--- src/rtl/errcap_pkg.sv ---
package errcap_pkg;
    parameter int N_ERR       = 11;
    parameter int CLKDROP_BIT = 10;
    parameter int CMD_W       = 7;
    parameter int SUPPL_W     = 11;
    parameter int SRC_W       = 11;
    parameter int TYPE_W      = 4;
    parameter int ADDR_W      = 38;
    parameter int DATA_W      = 64;
    parameter int REG_W       = 64;
    parameter int RADDR_W     = 3;

    localparam int CMD_LSB   = 0;
    localparam int SUPPL_LSB = 8;
    localparam int SRC_LSB   = 20;
    localparam int TYPE_LSB  = 32;
    localparam int OVR_BIT   = 40;
    localparam int VLD_BIT   = 44;

    localparam logic [N_ERR-1:0] DROP_ONLY    = N_ERR'(1) << CLKDROP_BIT;
    localparam logic [N_ERR-1:0] CAPTURE_MASK = ~DROP_ONLY;

    typedef enum logic [RADDR_W-1:0] {
        REG_STATUS = 3'd0,
        REG_CLEAR  = 3'd1,
        REG_HDR    = 3'd2,
        REG_ADDR   = 3'd3,
        REG_DATA   = 3'd4
    } reg_sel_e;

    typedef struct packed {
        logic [CMD_W-1:0]   cmd;
        logic [SUPPL_W-1:0] suppl;
        logic [SRC_W-1:0]   src;
    } pkt_hdr_t;

    typedef struct packed {
        logic              valid;
        logic              overrun;
        logic [TYPE_W-1:0] etype;
        pkt_hdr_t          hdr;
    } cap_hdr_t;

    function automatic logic [REG_W-1:0] pack_hdr(input cap_hdr_t c);
        logic [REG_W-1:0] r;
        r = '0;
        r[CMD_LSB   +: CMD_W]   = c.hdr.cmd;
        r[SUPPL_LSB +: SUPPL_W] = c.hdr.suppl;
        r[SRC_LSB   +: SRC_W]   = c.hdr.src;
        r[TYPE_LSB  +: TYPE_W]  = c.etype;
        r[OVR_BIT]              = c.overrun;
        r[VLD_BIT]              = c.valid;
        return r;
    endfunction

    function automatic cap_hdr_t unpack_hdr(input logic [REG_W-1:0] r);
        cap_hdr_t c;
        c.hdr.cmd   = r[CMD_LSB   +: CMD_W];
        c.hdr.suppl = r[SUPPL_LSB +: SUPPL_W];
        c.hdr.src   = r[SRC_LSB   +: SRC_W];
        c.etype     = r[TYPE_LSB  +: TYPE_W];
        c.overrun   = r[OVR_BIT];
        c.valid     = r[VLD_BIT];
        return c;
    endfunction

    function automatic logic [TYPE_W-1:0] lowest_index(input logic [N_ERR-1:0] v);
        logic [TYPE_W-1:0] idx;
        idx = '0;
        for (int i = N_ERR - 1; i >= 0; i--) begin
            if (v[i]) idx = TYPE_W'(i);
        end
        return idx;
    endfunction
endpackage

--- src/rtl/errcap_status.sv ---
module errcap_status
    import errcap_pkg::*;
(
    input  logic             clk,
    input  logic             rst,
    input  logic [N_ERR-1:0] hw_set,
    input  logic             sw_load,
    input  logic [N_ERR-1:0] sw_load_val,
    input  logic             sw_clr,
    input  logic [N_ERR-1:0] sw_clr_mask,
    output logic [N_ERR-1:0] status
);
    // Power-up value only; rst deliberately leaves these bits alone.
    logic [N_ERR-1:0] status_q = '0;
    logic [N_ERR-1:0] status_d;

    for (genvar i = 0; i < N_ERR; i++) begin : g_bit
        logic base;
        always_comb begin
            base = sw_load ? sw_load_val[i] : status_q[i];
            if (sw_clr && sw_clr_mask[i]) base = 1'b0;
            status_d[i] = base | hw_set[i];
        end
    end

    always_ff @(posedge clk) status_q <= status_d;

    assign status = status_q;

    assert_hw_set_sticks_R1: assert property (@(posedge clk) disable iff (rst)
        (hw_set != '0) |=> ((status_q & $past(hw_set)) == $past(hw_set)));

    assert_idle_hold_R2: assert property (@(posedge clk) disable iff (rst)
        (!sw_load && !sw_clr && hw_set == '0) |=> $stable(status_q));

    assert_clear_exact_R4: assert property (@(posedge clk) disable iff (rst)
        (sw_clr && !sw_load && hw_set == '0) |=>
        (status_q == ($past(status_q) & ~$past(sw_clr_mask))));

    assert_set_beats_clear_R5: assert property (@(posedge clk) disable iff (rst)
        (sw_clr && (hw_set & sw_clr_mask) != '0) |=>
        ((status_q & $past(hw_set & sw_clr_mask)) == $past(hw_set & sw_clr_mask)));
endmodule

--- src/rtl/errcap_capture.sv ---
module errcap_capture
    import errcap_pkg::*;
(
    input  logic              clk,
    input  logic              rst,
    input  logic [N_ERR-1:0]  err_pulse,
    input  pkt_hdr_t          err_hdr,
    input  logic [ADDR_W-1:0] err_addr,
    input  logic              err_has_data,
    input  logic [DATA_W-1:0] err_data,
    input  logic              hdr_wr,
    input  cap_hdr_t          hdr_wval,
    input  logic              addr_wr,
    input  logic [ADDR_W-1:0] addr_wval,
    input  logic              data_wr,
    input  logic [DATA_W-1:0] data_wval,
    output cap_hdr_t          cap_hdr,
    output logic [ADDR_W-1:0] cap_addr,
    output logic [DATA_W-1:0] cap_data
);
    cap_hdr_t          cap_q;
    logic [ADDR_W-1:0] addr_q;
    logic [DATA_W-1:0] data_q;
    logic [N_ERR-1:0]  elig;
    logic              hit, first, again;

    assign elig  = err_pulse & CAPTURE_MASK;
    assign hit   = |elig;
    assign first = hit && !cap_q.valid;
    assign again = hit && cap_q.valid;

    always_ff @(posedge clk) begin
        if (rst) begin
            cap_q.valid   <= 1'b0;
            cap_q.overrun <= 1'b0;
            cap_q.etype   <= '0;
        end else if (first) begin
            cap_q.valid   <= 1'b1;
            cap_q.overrun <= 1'b0;
            cap_q.etype   <= lowest_index(elig);
            cap_q.hdr     <= err_hdr;
        end else if (again) begin
            cap_q.overrun <= 1'b1;
        end else if (hdr_wr) begin
            cap_q <= hdr_wval;
        end
    end

    always_ff @(posedge clk) begin
        if (!rst && first) addr_q <= err_addr;
        else if (!rst && addr_wr) addr_q <= addr_wval;
    end

    always_ff @(posedge clk) begin
        if (!rst && first && err_has_data) data_q <= err_data;
        else if (!rst && data_wr) data_q <= data_wval;
    end

    assign cap_hdr  = cap_q;
    assign cap_addr = addr_q;
    assign cap_data = data_q;

    assert_first_capture_R7: assert property (@(posedge clk) disable iff (rst)
        first |=> (cap_q.valid && !cap_q.overrun && addr_q == $past(err_addr)
                   && cap_q.hdr == $past(err_hdr)));

    assert_overrun_sets_R8: assert property (@(posedge clk) disable iff (rst)
        again |=> (cap_q.overrun && cap_q.valid));

    assert_drop_quiet_R9: assert property (@(posedge clk) disable iff (rst)
        (err_pulse == DROP_ONLY && !hdr_wr) |=> $stable(cap_q));

    assert_data_needs_flit_R10: assert property (@(posedge clk) disable iff (rst)
        (!data_wr && !(first && err_has_data)) |=> $stable(data_q));
endmodule

--- src/rtl/errcap_readmux.sv ---
module errcap_readmux
    import errcap_pkg::*;
(
    input  logic [RADDR_W-1:0] raddr,
    input  logic [N_ERR-1:0]   status,
    input  cap_hdr_t           cap_hdr,
    input  logic [ADDR_W-1:0]  cap_addr,
    input  logic [DATA_W-1:0]  cap_data,
    output logic [REG_W-1:0]   rdata
);
    always_comb begin
        rdata = '0;
        case (reg_sel_e'(raddr))
            REG_STATUS: rdata[N_ERR-1:0]  = status;
            REG_HDR:    rdata             = pack_hdr(cap_hdr);
            REG_ADDR:   rdata[ADDR_W-1:0] = cap_addr;
            REG_DATA:   rdata[DATA_W-1:0] = cap_data;
            default:    rdata             = '0;
        endcase
    end
endmodule

--- src/rtl/errstat_capture.sv ---
module errstat_capture
    import errcap_pkg::*;
(
    input  logic                clk,
    input  logic                rst,
    input  logic                reg_wr,
    input  logic [RADDR_W-1:0]  reg_addr,
    input  logic [REG_W-1:0]    reg_wdata,
    output logic [REG_W-1:0]    reg_rdata,
    input  logic [N_ERR-1:0]    err_pulse,
    input  logic [CMD_W-1:0]    err_cmd,
    input  logic [SUPPL_W-1:0]  err_suppl,
    input  logic [SRC_W-1:0]    err_src,
    input  logic [ADDR_W-1:0]   err_addr,
    input  logic                err_has_data,
    input  logic [DATA_W-1:0]   err_data,
    output logic                irq
);
    reg_sel_e          sel;
    logic              wr_status, wr_clear, wr_hdr, wr_addr, wr_data;
    logic [N_ERR-1:0]  status;
    pkt_hdr_t          in_hdr;
    cap_hdr_t          cap_hdr;
    logic [ADDR_W-1:0] cap_addr;
    logic [DATA_W-1:0] cap_data;

    assign sel       = reg_sel_e'(reg_addr);
    assign wr_status = reg_wr && sel == REG_STATUS;
    assign wr_clear  = reg_wr && sel == REG_CLEAR;
    assign wr_hdr    = reg_wr && sel == REG_HDR;
    assign wr_addr   = reg_wr && sel == REG_ADDR;
    assign wr_data   = reg_wr && sel == REG_DATA;

    assign in_hdr = '{cmd: err_cmd, suppl: err_suppl, src: err_src};

    errcap_status u_status (
        .clk         (clk),
        .rst         (rst),
        .hw_set      (err_pulse),
        .sw_load     (wr_status),
        .sw_load_val (reg_wdata[N_ERR-1:0]),
        .sw_clr      (wr_clear),
        .sw_clr_mask (reg_wdata[N_ERR-1:0]),
        .status      (status)
    );

    errcap_capture u_capture (
        .clk          (clk),
        .rst          (rst),
        .err_pulse    (err_pulse),
        .err_hdr      (in_hdr),
        .err_addr     (err_addr),
        .err_has_data (err_has_data),
        .err_data     (err_data),
        .hdr_wr       (wr_hdr),
        .hdr_wval     (unpack_hdr(reg_wdata)),
        .addr_wr      (wr_addr),
        .addr_wval    (reg_wdata[ADDR_W-1:0]),
        .data_wr      (wr_data),
        .data_wval    (reg_wdata[DATA_W-1:0]),
        .cap_hdr      (cap_hdr),
        .cap_addr     (cap_addr),
        .cap_data     (cap_data)
    );

    errcap_readmux u_rmux (
        .raddr    (reg_addr),
        .status   (status),
        .cap_hdr  (cap_hdr),
        .cap_addr (cap_addr),
        .cap_data (cap_data),
        .rdata    (reg_rdata)
    );

    assign irq = |status;

    assert_pulse_raises_irq_R3: assert property (@(posedge clk) disable iff (rst)
        (err_pulse != '0) |=> irq);

    assert_hdr_write_no_status_R11: assert property (@(posedge clk) disable iff (rst)
        (wr_hdr && err_pulse == '0) |=> $stable(status));
endmodule

--- config.mk ---
export PLATFORM = sky130hd
export DESIGN_NAME = errstat_capture
export DESIGN_NICKNAME = d
export VERILOG_FILES = /design/src/rtl/errcap_pkg.sv /design/src/rtl/errcap_status.sv /design/src/rtl/errcap_capture.sv /design/src/rtl/errcap_readmux.sv /design/src/rtl/errstat_capture.sv
export SDC_FILE = /design/constraint.sdc
export NUM_CORES = 1
export LEC_CHECK = 0
export ABC_AREA = 1
export ABC_CLOCK_PERIOD_IN_PS = 14100
export BUFFER_PORTS_ARGS = -buffer_cell sky130_fd_sc_hd__buf_2
export CELL_PAD_IN_SITES_DETAIL_PLACEMENT = 2
export CELL_PAD_IN_SITES_GLOBAL_PLACEMENT = 2
export CORE_AREA = 2 2 163 165
export DETAILED_ROUTE_END_ITERATION = 7
export DIE_AREA = 0 0 165 167
export GPL_ROUTABILITY_DRIVEN = 0
export PLACE_DENSITY_LB_ADDON = 0.1
export SLEW_MARGIN = 30
export SYNTH_ARGS = -nofsm -noshare
export SYNTH_HDL_FRONTEND = slang
export SYNTH_SLANG_ARGS = --single-unit
--- constraint.sdc ---
create_clock -name clk -period 14.1 [get_ports clk]
set_input_delay 1.41 -clock clk [delete_from_list [all_inputs] [get_ports clk]]
set_output_delay 1.41 -clock clk [all_outputs]
set_load 0.1 [all_outputs]
==> flow_metrics.py <==
metrics = {
    "hold_path": {
        "worst_hold_path_type": "register to register",
        "hold_start": "u_capture.cap_hdr[33]",
        "min_path_cells": 2,
        "holdPathEnd": "u_capture.cap_hdr[33]",
    },
    "placed_design": {
        "place_ws_ns": 8.373,
        "port_buffers": 277,
        "dpl.cell_count": 1496,
        "post-dp-hpwl_um": 20050,
    },
    "worst_setup_path": {
        "cp.arrival_ns": 5.19,
        "r2r_end": "u_capture.cap_data[62]",
        "reg2regPathDepth": 8,
        "cp-start-kind": "input port",
        "endpoint_kind": "register",
        "required_ns": 14.15,
        "rr_startpoint": "u_capture.cap_hdr[34]",
        "critPathKind": "input port to register",
        "cp_num_buf_inv": 6,
        "cp_common_cell": "buf_4",
        "critPathMaxFanout": 58,
        "reg2reg_slack_ns": 9.93,
        "max_stage_delay_ns": 0.74,
        "crit_chain": "buf_2 > inv_1 > nand3_1 > nor2_2 > nand2_2 > nand2_2 > buf_4 > inv_2 > buf_4 > nand3_4 > o21ai_4 > buf_4",
        "slowest_stage": "buf_4",
        "path_delay_family": "buffers and inverters",
    },
    "yosys": {
        "yosysWarnings": 0,
        "synth_cell_types": 27,
        "synth-edff-count": 131,
        "synthFlopType": "edfxtp_1",
        "synth_nets": 1138,
        "synth_seq_area_share": 0.5596,
        "ys_seq_elements": 148,
        "syn_area_per_cell_um2": 8.257,
        "async_flop_share": 0,
        "synthCells": 925,
        "netlist_area_mm2": 0.007637,
    },
    "sta": {
        "clock_skew_ns": 0.01576,
        "fin_setup_tns_ns": 0,
        "report.final.slew_viol_count": 0,
        "fin_ws_ns": 8.961,
        "worstMarginPinSlew_ns": 0.9497,
        "final.min_clock_period_ns": 5.139,
        "period_share": 0.3645,
        "rsz0062_at_grt": "false",
        "slew_headroom": 0.3651,
        "hold_viol_final": 0,
        "setup_viol": 0,
        "max_freq_ghz": 0.1946,
    },
    "route": {
        "vias_per_cell": 4.735,
        "ant_nets": 0,
        "drt_first_iter_violations": 316,
        "wl_per_cell_um": 19.04,
        "dr.pass1.iters": 5,
        "wirelength_um": 29160,
        "drc_errors": 0,
        "num_vias": 7249,
    },
    "cells_and_area": {
        "fillers": 3021,
        "final_common_cell": "nand2_1",
        "final_cell_mix": "383 x nand2_1, 277 x buf_2, 131 x edfxtp_1, 116 x inv_1, 68 x nand3_1",
        "syn_to_final_growth_pct": 29.05,
        "layout.nets": 1393,
        "drive_gt1_frac": 0.2758,
        "final_cells": 1531,
    },
    "cts": {
        "clkTransAtPathRegs_ns": 0.06,
        "postCtsHoldBufs": 0,
        "cts_tree": "done",
        "numCtsBuffers": 17,
        "ctsResizeCount": 0,
        "cts_root_buffer": "clkbuf_16",
        "post_cts_buffers": 0,
        "h-tree-depth": 4,
        "clkLatencyLatePin_ns": 0.43,
        "clk_path_buf_depth": 2,
        "cts.sinks": 148,
    },
    "global_route": {
        "antenna_found_initial": 6,
        "grt_pass1_wl_um": 44640,
        "grtUsageTotal": 0.2162,
        "grt_max_degree": 73,
        "first_global_vias": 7993,
        "grt-ovfl-total": 0,
    },
    "pwr": {
        "ir_worst_vdd_mv": 0.06147,
        "power_density_mw_per_mm2": 119.9,
        "p_leak_nw": 4.923,
    },
    "die": {
        "dieArea_mm2": 0.02756,
        "start_util": 0.2964,
        "rows": 59,
        "die_x_um": 165,
        "die_h_um": 167,
        "fp.coreArea_mm2": 0.02576,
        "boundaryPins": 278,
    },
    "run_status": {
        "status": "finished, final reports clean",
    },
    "run": {
        "max_cap_viol_count": 0,
    },
}
## layer usage
metal	up-vias	part of all wire	track usage
li1	3503	-	-
met1	3538	0.43	0.2668
met2	181	0.51	0.3837
met3	23	0.049	0.04234
met4	4	0.012	0.05406
met5	-	0.0010	0
## stage by stage
stage / util / power (W) / instance area, um^2 / hold slack (ns)
2_1_floorplan: - / 0.0006572 / 7637 / 0.4405
6_report: 0.3825 / 0.001181 / 9856 / 0.4898
3_3_place_gp: 0.3594 / 0.0007255 / 9260 / 0.4667
4_1_cts: 0.3822 / 0.001193 / 9846 / 0.4925
3_5_place_dp: 0.3596 / 0.0007311 / 9265 / 0.4807
5_1_grt: 0.3824 / 0.001228 / 9853 / 0.4997
## worst min-delay path: stages, from the launching register on
cell and delay (ns):
dfxtp_1 0.32, nand2_1 0.06, a21oi_1 0.06
## worst max path at each step
stage / startpoint / endpoint / slack (ns) / depth (start not counted)
4_1_cts: err_pulse[5] / u_capture.cap_data[44] / 8.81 / 12
5_1_grt: err_pulse[4] / u_capture.cap_data[44] / 8.59 / 12
2_1_floorplan: reg_addr[1] / u_capture.cap_data[0] / 7.21 / 3
3_5_place_dp: err_pulse[5] / u_capture.cap_data[25] / 8.37 / 12
6_report: err_pulse[4] / u_capture.cap_data[62] / 8.96 / 12
3_3_place_gp: err_pulse[5] / u_capture.cap_data[27] / 8.46 / 12
## synthesized netlist by cell type (3+ instances only)
| library cell | number | area share |
|---|---|---|
| buf_4 | 8 | 0.0079 |
| nor4_1 | 3 | 0.0025 |
| inv_1 | 119 | 0.058 |
| clkbuf_1 | 17 | 0.0084 |
| buf_2 | 13 | 0.0085 |
| nand2_1 | 383 | 0.19 |
| o211ai_1 | 12 | 0.012 |
| buf_6 | 7 | 0.010 |
| buf_1 | 5 | 0.0025 |
| edfxtp_1 | 131 | 0.52 |
| o21ai_1 | 44 | 0.029 |
| o2111ai_1 | 10 | 0.011 |
| o21ai_0 | 26 | 0.017 |
| nand3_1 | 68 | 0.045 |
| a22o_1 | 4 | 0.0046 |
| dfxtp_1 | 17 | 0.045 |
| a21oi_1 | 7 | 0.0046 |
| nor2_1 | 35 | 0.017 |
| nand2_2 | 3 | 0.0025 |
## registers in the layout, summed over array words and instances (netlist names)
| signal | count |
|---|---|
| u_capture.cap_data | 64 |
| u_capture.cap_hdr | 35 |
| u_status.status | 11 |
| u_capture.cap_addr | 38 |
## where the power goes
group,switching [W],internal [W],leakage (nW)
logic,0.000157,0.0000521,3.28
registers,0.00000580,0.000504,1.37
clock network,0.000200,0.000264,0.273
## layout make-up
type | instances | area, um^2 | area share
tap | 335 | 419.2 | 0.04253
timing repair buffer | 286 | 1454 | 0.1475
antenna | 3 | 7.507 | 0.0007617
multi-input combinational | 606 | 2664 | 0.2703
inverter | 121 | 456.7 | 0.04634
clock buffer | 19 | 432.9 | 0.04393
sequential | 148 | 4274 | 0.4337
clock inverter | 13 | 147.6 | 0.01498
## cells by family (layout without fill, tap and decap cells)
| kind of cell | count (synthesis) | in the layout | synth area share |
|---|---|---|---|
| DFF | 148 | 148 | 0.5596 |
| buffers and inverters | 171 | 439 | 0.09699 |
| other | 0 | 3 | 0 |
| and+or+nand+nor | 498 | 498 | 0.2602 |
| AOI/OAI and AO/OA | 108 | 108 | 0.08322 |
Power figures use the tool's default switching activity.
